**src/rtl/sg_pkg.sv**
```systemverilog
package sg_pkg;
  typedef enum logic [1:0] {
    OP_RLOCK = 2'd0,
    OP_WLOCK = 2'd1,
    OP_WSTAT = 2'd2,
    OP_CHECK = 2'd3
  } sg_op_e;

  localparam int BP_W     = 3;
  localparam int ST_SRWD  = 7;
  localparam int ST_TB    = 4;
  localparam int LK_WL    = 0;
  localparam int LK_LD    = 1;
endpackage

```
**src/rtl/sg_lock_bank.sv**
```systemverilog
module sg_lock_bank #(
  parameter int SECT_W   = 6,
  localparam int NUM_SECT = 1 << SECT_W
) (
  input  logic                clk,
  input  logic                rst,
  input  logic [SECT_W-1:0]   sect,
  input  logic                we,
  input  logic                re,
  input  logic [1:0]          wbits,
  output logic                rej,
  output logic [1:0]          rd_q,
  output logic [NUM_SECT-1:0] wl_vec,
  output logic [NUM_SECT-1:0] ld_vec
);
  logic [1:0] bits_q [NUM_SECT];

  assign rej = we & bits_q[sect][sg_pkg::LK_LD];

  always_ff @(posedge clk) begin
    if (rst) begin
      for (int i = 0; i < NUM_SECT; i++) bits_q[i] <= 2'b00;
      rd_q <= 2'b00;
    end else begin
      if (we && !bits_q[sect][sg_pkg::LK_LD]) bits_q[sect] <= wbits;
      if (re) rd_q <= bits_q[sect];
    end
  end

  for (genvar g = 0; g < NUM_SECT; g++) begin : g_vec
    assign wl_vec[g] = bits_q[g][sg_pkg::LK_WL];
    assign ld_vec[g] = bits_q[g][sg_pkg::LK_LD];
  end
endmodule

```
**src/rtl/sg_status_reg.sv**
```systemverilog
module sg_status_reg (
  input  logic                  clk,
  input  logic                  rst,
  input  logic                  we,
  input  logic [7:0]            wdata,
  input  logic                  wp_n,
  output logic                  rej,
  output logic                  srwd,
  output logic                  tb,
  output logic [sg_pkg::BP_W-1:0] bp
);
  logic frozen;
  logic unused_bits;

  assign frozen      = srwd & ~wp_n;
  assign rej         = we & frozen;
  assign unused_bits = ^{wdata[6:5], wdata[3]};

  always_ff @(posedge clk) begin
    if (rst) begin
      srwd <= 1'b0;
      tb   <= 1'b0;
      bp   <= '0;
    end else if (we && !frozen) begin
      srwd <= wdata[sg_pkg::ST_SRWD];
      tb   <= wdata[sg_pkg::ST_TB];
      bp   <= wdata[sg_pkg::BP_W-1:0];
    end
  end
endmodule

```
**src/rtl/sg_range_decode.sv**
```systemverilog
module sg_range_decode #(
  parameter int SECT_W   = 6,
  localparam int NUM_SECT = 1 << SECT_W,
  localparam int CNT_W    = SECT_W + 2
) (
  input  logic [sg_pkg::BP_W-1:0] bp,
  input  logic                    tb,
  input  logic [SECT_W-1:0]       sect,
  output logic                    hit
);
  logic [CNT_W-1:0] span;
  logic [CNT_W-1:0] idx;

  assign idx = CNT_W'(sect);

  always_comb begin
    if (bp == '0) span = '0;
    else          span = CNT_W'(1) << (bp - 1'b1);
    if (span > CNT_W'(NUM_SECT)) span = CNT_W'(NUM_SECT);
    if (tb) hit = (idx < span);
    else    hit = (idx >= (CNT_W'(NUM_SECT) - span));
  end
endmodule

```
**src/rtl/sect_guard.sv**
```systemverilog
module sect_guard #(
  parameter int ADDR_W = 22,
  parameter int SECT_LG = 16,
  localparam int SECT_W = ADDR_W - SECT_LG,
  localparam int NUM_SECT = 1 << SECT_W
) (
  input  logic              clk,
  input  logic              rst,
  input  logic              cmd_valid,
  input  logic [1:0]        cmd_op,
  input  logic [ADDR_W-1:0] addr,
  input  logic [7:0]        wdata,
  input  logic              wp_n,
  output logic              rsp_valid,
  output logic [1:0]        lock_rdata,
  output logic [7:0]        stat_rdata,
  output logic              chk_allow,
  output logic              err
);
  import sg_pkg::*;

  logic [SECT_W-1:0]   sect;
  logic                is_rl, is_wl, is_ws, is_ck;
  logic                lk_rej, st_rej, range_hit;
  logic                srwd, tb;
  logic [BP_W-1:0]     bp;
  logic [NUM_SECT-1:0] wl_vec, ld_vec;
  logic                unused_addr;

  assign sect        = addr[ADDR_W-1:SECT_LG];
  assign unused_addr = ^addr[SECT_LG-1:0];
  assign is_rl = cmd_valid && (cmd_op == OP_RLOCK);
  assign is_wl = cmd_valid && (cmd_op == OP_WLOCK);
  assign is_ws = cmd_valid && (cmd_op == OP_WSTAT);
  assign is_ck = cmd_valid && (cmd_op == OP_CHECK);

  sg_lock_bank #(.SECT_W(SECT_W)) u_bank (
    .clk(clk), .rst(rst), .sect(sect), .we(is_wl), .re(is_rl),
    .wbits(wdata[1:0]), .rej(lk_rej), .rd_q(lock_rdata),
    .wl_vec(wl_vec), .ld_vec(ld_vec)
  );

  sg_status_reg u_stat (
    .clk(clk), .rst(rst), .we(is_ws), .wdata(wdata), .wp_n(wp_n),
    .rej(st_rej), .srwd(srwd), .tb(tb), .bp(bp)
  );

  sg_range_decode #(.SECT_W(SECT_W)) u_range (
    .bp(bp), .tb(tb), .sect(sect), .hit(range_hit)
  );

  always_comb begin
    stat_rdata          = '0;
    stat_rdata[ST_SRWD] = srwd;
    stat_rdata[ST_TB]   = tb;
    stat_rdata[BP_W-1:0] = bp;
  end

  always_ff @(posedge clk) begin
    if (rst) begin
      rsp_valid <= 1'b0;
      chk_allow <= 1'b0;
      err       <= 1'b0;
    end else begin
      rsp_valid <= cmd_valid;
      chk_allow <= is_ck && !wl_vec[sect] && !range_hit;
      err       <= lk_rej || st_rej;
    end
  end
endmodule

```
**config.mk**
```make
export PLATFORM = sky130hd
export DESIGN_NAME = sect_guard
export DESIGN_NICKNAME = d
export VERILOG_FILES = /design/src/rtl/sg_pkg.sv /design/src/rtl/sg_lock_bank.sv /design/src/rtl/sg_status_reg.sv /design/src/rtl/sg_range_decode.sv /design/src/rtl/sect_guard.sv
export SDC_FILE = /design/constraint.sdc
export NUM_CORES = 1
export LEC_CHECK = 0
export BUFFER_PORTS_ARGS = -buffer_cell sky130_fd_sc_hd__clkbuf_2
export CAP_MARGIN = 40
export CORE_MARGIN = 5
export CORE_UTILIZATION = 55
export DETAILED_ROUTE_END_ITERATION = 16
export PLACE_DENSITY = 0.84
export SETUP_SLACK_MARGIN = 0.3
export SLEW_MARGIN = 20
export SYNTH_ARGS = -nofsm -noshare
export SYNTH_HDL_FRONTEND = slang
export SYNTH_SLANG_ARGS = --single-unit
export TNS_END_PERCENT = 1
```
**constraint.sdc**
```tcl
create_clock -name clk -period 2.4 [get_ports clk]
set_input_delay 0.24 -clock clk [delete_from_list [all_inputs] [get_ports clk]]
set_output_delay 0.24 -clock clk [all_outputs]
set_load 0.02 [all_outputs]
```
Yosys cells after proc, flatten, opt, wreduce, memory -nomap -nowiden
Memory sizes are Yosys's and may differ from the RTL's. Index checks and enable logic that the tools add are counted.

Flip-flop bits (word level): 10. Bits in writable memories: 128. Output and inout bits: 13. Logic and storage cells: 51. Memories kept: 1.

Add/sub/neg operators: 2. Magnitude comparators: 4. Eq/ne operators: 3. Shift-type cells: 1. Muxes and demuxes: 13. Bitwise logic cells: 4. Reductions and logical operators: 16.

Memory list: u_bank.bits_q (words 64, bits a word 2, rd ports 65, clocked after Yosys merged registers in 0, write ports 64, RTL line sg_lock_bank.sv:16) `logic [1:0] bits_q [NUM_SECT];`.

Operator list (number): $mux W8 (2); $ge A6 B8 Y1 (1); $gt A8 B7 Y1 const B (1); $logic_and A1 B1 Y1 (8); $lt A6 B8 Y1 (1); $mux W1 (8); $shl A1 B3 Y8 const A (1); $sub A7 B8 Y8 const A (1); $lt A6 B7 Y1 const B (1); $bmux W1 S6 (1); $mux W6 (1); $eq A2 B2 Y1 const B (2); $logic_not A1 Y1 (4); $and A1 B1 Y1 (3); $logic_not A3 Y1 (1); $sub A3 B1 Y3 const B (1); $eq A2 B1 Y1 const B (1); $logic_not A2 Y1 (1); $mux W2 (1); $reduce_or A2 Y1 (1); $logic_or A1 B1 Y1 (1); $not A1 Y1 (1).

Depth between registers and ports, before layout
Depth in word-level cells: 10. Mapped depth: 12.

By module
From an unflattened synthesis, not the netlist that was laid out.

Cells, all modules: 702. Area, all modules: 7928.9 um^2.

Modules (own cells, without submodules): sg_lock_bank (instances 1, cells each 560, area each 6556.3 um^2, sequential area each 3883.7 um^2); sect_guard (instances 1, cells each 67, area each 726.9 um^2, sequential area each 60.1 um^2); sg_range_decode (instances 1, cells each 52, area each 410.4 um^2, sequential area each 0.0 um^2); sg_status_reg (instances 1, cells each 23, area each 235.2 um^2, sequential area each 100.1 um^2).

Least setup slack after synthesis
No wires, ideal clock.

Kind: reg-to-reg. From: reg u_stat.bp[1] (netlist name). To: reg chk_allow. Setup time: 91 ps. Arrival time: 2489 ps. Required time: 2309 ps. Slack: -180 ps. Stages on the path, launching flop included: 12. Buffers on the path: 1. Path through: dfxtp_1 -> clkbuf_1 -> or3b_2 -> ha_1 -> inv_1 -> ha_1 -> a21o_1 -> a21oi_1 -> nor2b_1 -> o21ai_0 -> a21oi_1 -> nor4bb_1.

Word-level cells in the longest chain between the ends: 10. Elaborated cells between the ends (all ways): 12.

RTL lines: start, declared (RTL line sg_status_reg.sv:10) `output logic [sg_pkg::BP_W-1:0] bp`; start signal, assigned (RTL line sg_status_reg.sv:27) `bp <= wdata[sg_pkg::BP_W-1:0];`; $sub A3 B1 Y3 (RTL line sg_range_decode.sv:18) `else span = CNT_W'(1) << (bp - 1'b1);`; $shl A1 B3 Y8 (RTL line sg_range_decode.sv:18); $mux W8 (*) (RTL line sg_range_decode.sv:17) `if (bp == '0) span = '0;`; $gt A8 B7 Y1 (RTL line sg_range_decode.sv:19) `if (span > CNT_W'(NUM_SECT)) span = CNT_W'(NUM_SECT);`; $mux W8 (*) (RTL line sg_range_decode.sv:19); $sub A7 B8 Y8 (RTL line sg_range_decode.sv:21) `else hit = (idx >= (CNT_W'(NUM_SECT) - span));`; $ge A6 B8 Y1 (RTL line sg_range_decode.sv:21); $mux W1 (*) (RTL line sg_range_decode.sv:20) `if (tb) hit = (idx < span);`; $logic_not A1 Y1 (*) (RTL line sect_guard.sv:66) `chk_allow <= is_ck && !wl_vec[sect] && !range_hit;`; $logic_and A1 B1 Y1 (*) (RTL line sect_guard.sv:66); end signal, assigned (RTL line sect_guard.sv:66); end, declared (RTL line sect_guard.sv:17) `output logic chk_allow,`.

Mark *: on every way between the ends. The rest lies on a longest branch, timed or not. A chain may end at the register's enable or synchronous reset.

==> results.txt <==
Worst Tran Pin Value: 0.839 ns
Max clock buf depth: 2
First-pass GRT wire length: 32,200 microns
Grt ovf: 0
Startpoint type of the worst setup path: register
Synth cell count leaders: edfxtp_1 (128), nor3_1 (119), a31o_2 (63)
Setup crit end kind: register
Worst vdd ir: 0.566 mV
P&R area growth vs syn: 18.5%
Final period demand of the worst path: 2.34 ns
Top cell type's share of synthesized area: 51.4%
DRT Wirelength: 21,400 microns
Chip Height: 127 microns
Clock Skew: 0.00648 ns
P per Cell Area: 707 mW/mm^2
RSZ-0062 raised after global routing: yes
Fraction of layout cells with a size suffix above 1: 31.8%
Count leader, synth: edfxtp_1
Root cell of the clock tree: clkbuf_16
Most used flip-flop cell after synthesis: edfxtp_1
Cts bufs inserted: 17
Biggest area consumer among synthesized cells: edfxtp_1
Initial DRC Count: 1,118
Yosys warns: 0
FF+latch count, synth: 138
Detailed placer's ending HPWL: 13,500 microns
Post-Place Worst Slack: -0.279 ns
Core Box Area: 0.0133 sq mm
Fraction of registers with async set/reset: 0%
Sequential area share after synthesis: 54.1%
Clock sink total: 138
Fin util: 66.6%
# IOs: 49
Gate Count Post-Synth: 679
Synthesized area: 0.00748 sq mm
Crit-path max cell delay: 0.37 ns
Post-synth EDFFs: 128
CP startpoint: u_bank.bits_q[18][1]
Final WS setup: 0.0642 ns
ANT cells: 0
Placed cells: 869
Slowest CP cell: edfxtp_1
Worst-Skew Late Latency: 0.43 ns
Initial Util: 56.2%
Overall Global Routing Usage: 26.0%
Initial antenna violation count: 0
CP Max Fanout: 26
Final hold viol count: 0
MaxCap Viol Count: 0
Leading post-synthesis cells by cell area: edfxtp_1 (51%), nor3_1 (8.0%), a31o_2 (7.4%), mux2i_1 (4.6%), dfxtp_1 (2.7%)
Final net count: 771
Status: finished clean
Largest net degree at the start of global routing: 72
# H-tree levels: 4
Die Area: 0.0160 sq mm
Die Wd: 127 microns
Achievable frequency: 428 MHz
Lkg Pwr: 3.11 nW
Worst Setup Path Type: register to register
1st-pass router iterations: 5
Routed Antenna Nets: 0
Unique masters post-synth: 47
Post-layout instance count excluding filler cells: 912
CTS tree: done
IO buf count: 26
Final Slew Violations: 0
Hold Path Class: primary input to register
Cell mode on critical path: buf_4
Chain of cells forming the critical path: a221oi_1 > a21oi_1 > o21ai_1 > nand4_1 > buf_4 > nor3_4 > buf_4 > buf_12 > a31o_2
DRC viols: 0
Final setup vio count: 0
Beginning of the worst hold path: rst
Vias in the first global route: 6,035
RR Startpoint: u_bank.bits_q[18][1]
Worst EP required: 2.54 ns
Row count: 42
Clk slew on worst S/H paths: 0.06 ns
CTS Hold Bufs: 0
Slew margin rel.: 44.1%
Vias: 6,342
CP arrival: 2.48 ns
Via-per-instance ratio: 6.95
Final period utilization: 97.3%
Final Power: 6.26 mW
Wire per inst: 23.4 microns
Placer Congestion: 0.963
Syn_area_per_cell: 11.0 sq um
[report_power, final]
part	total, mW	internal, mW	switching [mW]
logic	0.870	0.323	0.547
clock network	2.67	1.63	1.04
registers	2.73	2.70	0.0289
[placed cells by master, fill, tap and decap left out, types with 5 or more instances in the layout]
master,count
a22oi_1,15
clkinvlp_4,6
nand2_1,47
buf_12,6
o21ai_1,9
o22ai_1,15
nor4_2,8
a221oi_1,10
clkbuf_2,25
mux2i_1,34
a21oi_1,15
dfxtp_1,7
clkbuf_16,18
ha_1,10
nor4_1,5
nand2b_1,6
nor2_1,24
nor3_1,116
a31o_2,62
edfxtp_1,128
o21ai_0,12
and2_1,9
nor2b_1,5
nand3_1,5
a221oi_2,5
buf_4,70
[path summary, 6_finish.rpt]
check / end / slack (ns) / cells past startpoint
min reg2reg: u_stat.srwd / 0.52 / 2
max reg2reg: u_bank.bits_q[17][1] / 0.06 / 9
min: rsp_valid / 0.03 / 2
max: u_bank.bits_q[17][1] / 0.06 / 9
[final cells by class]
| cell class | instances | area, sq um |
|---|---|---|
| Fill cell | 942 | 4440 |
| Inverter | 3 | 11.3 |
| Tap cell | 176 | 220 |
| Sequential cell | 138 | 4060 |
| Clock buffer | 17 | 425 |
| Clock inverter | 15 | 175 |
| Timing Repair Buffer | 102 | 796 |
| Multi-Input combinational cell | 461 | 3170 |
[cell families after synthesis]
| logic type | after synthesis | share of synthesized area (%) |
|---|---|---|
| AND/OR/NAND/NOR | 252 | 17.5 |
| adder cells (fa/ha/maj) | 12 | 2.01 |
| multiplexers | 37 | 5.31 |
| XOR/XNOR | 1 | 0.117 |
| AO/OA/AOI/OAI | 155 | 15.6 |
| other | 1 | 0.0502 |
| buffers and inverters | 83 | 5.36 |
| flip-flops | 138 | 54.1 |
[sequential cells by signal, indices dropped and copies added, names as in the netlist]
| register | flops |
|---|---|
| rsp_valid | 1 |
| u_stat.bp | 3 |
| u_stat.tb | 1 |
| u_bank.bits_q | 128 |
| chk_allow | 1 |
| u_stat.srwd | 1 |
| err | 1 |
| u_bank.rd_q | 2 |
[per-stage QoR]
stage	area (sq um)	hold WS (ns)	setup TNS (ns)
after floorplan	7600	0.377	0
after global placement	8080	0.462	-31.71
after detailed placement	8080	0.473	-39.80
after CTS	8750	0.0247	0
after global routing	8860	0.0369	0
final	8860	0.0299	0
[critical path: cells and delay by family (launching register included)]
kind / cells / cell delay (ns)
AOI/OAI and AO/OA: 4 / 0.78
buffers and inverters: 3 / 0.54
and+or+nand+nor: 2 / 0.35
DFF: 1 / 0.37
[what timing repair did]
action	in CTS	in global routing
cloned	0	2
resized for setup	8	7
pin swaps	5	13
setup buffers	3	6
endpoints found under the setup margin	257	258
[per-layer routing]
| layer | track usage, % | wire length [microns] | vias up |
|---|---|---|---|
| li1 | - | - | 2730 |
| met1 | 34.2 | 7830 | 2998 |
| met2 | 39.9 | 9810 | 517 |
| met3 | 7.52 | 2780 | 97 |
| met4 | 12.0 | 949 | 0 |
| met5 | 0 | 0 | - |
No activity file was read; power rests on OpenSTA's default activity.
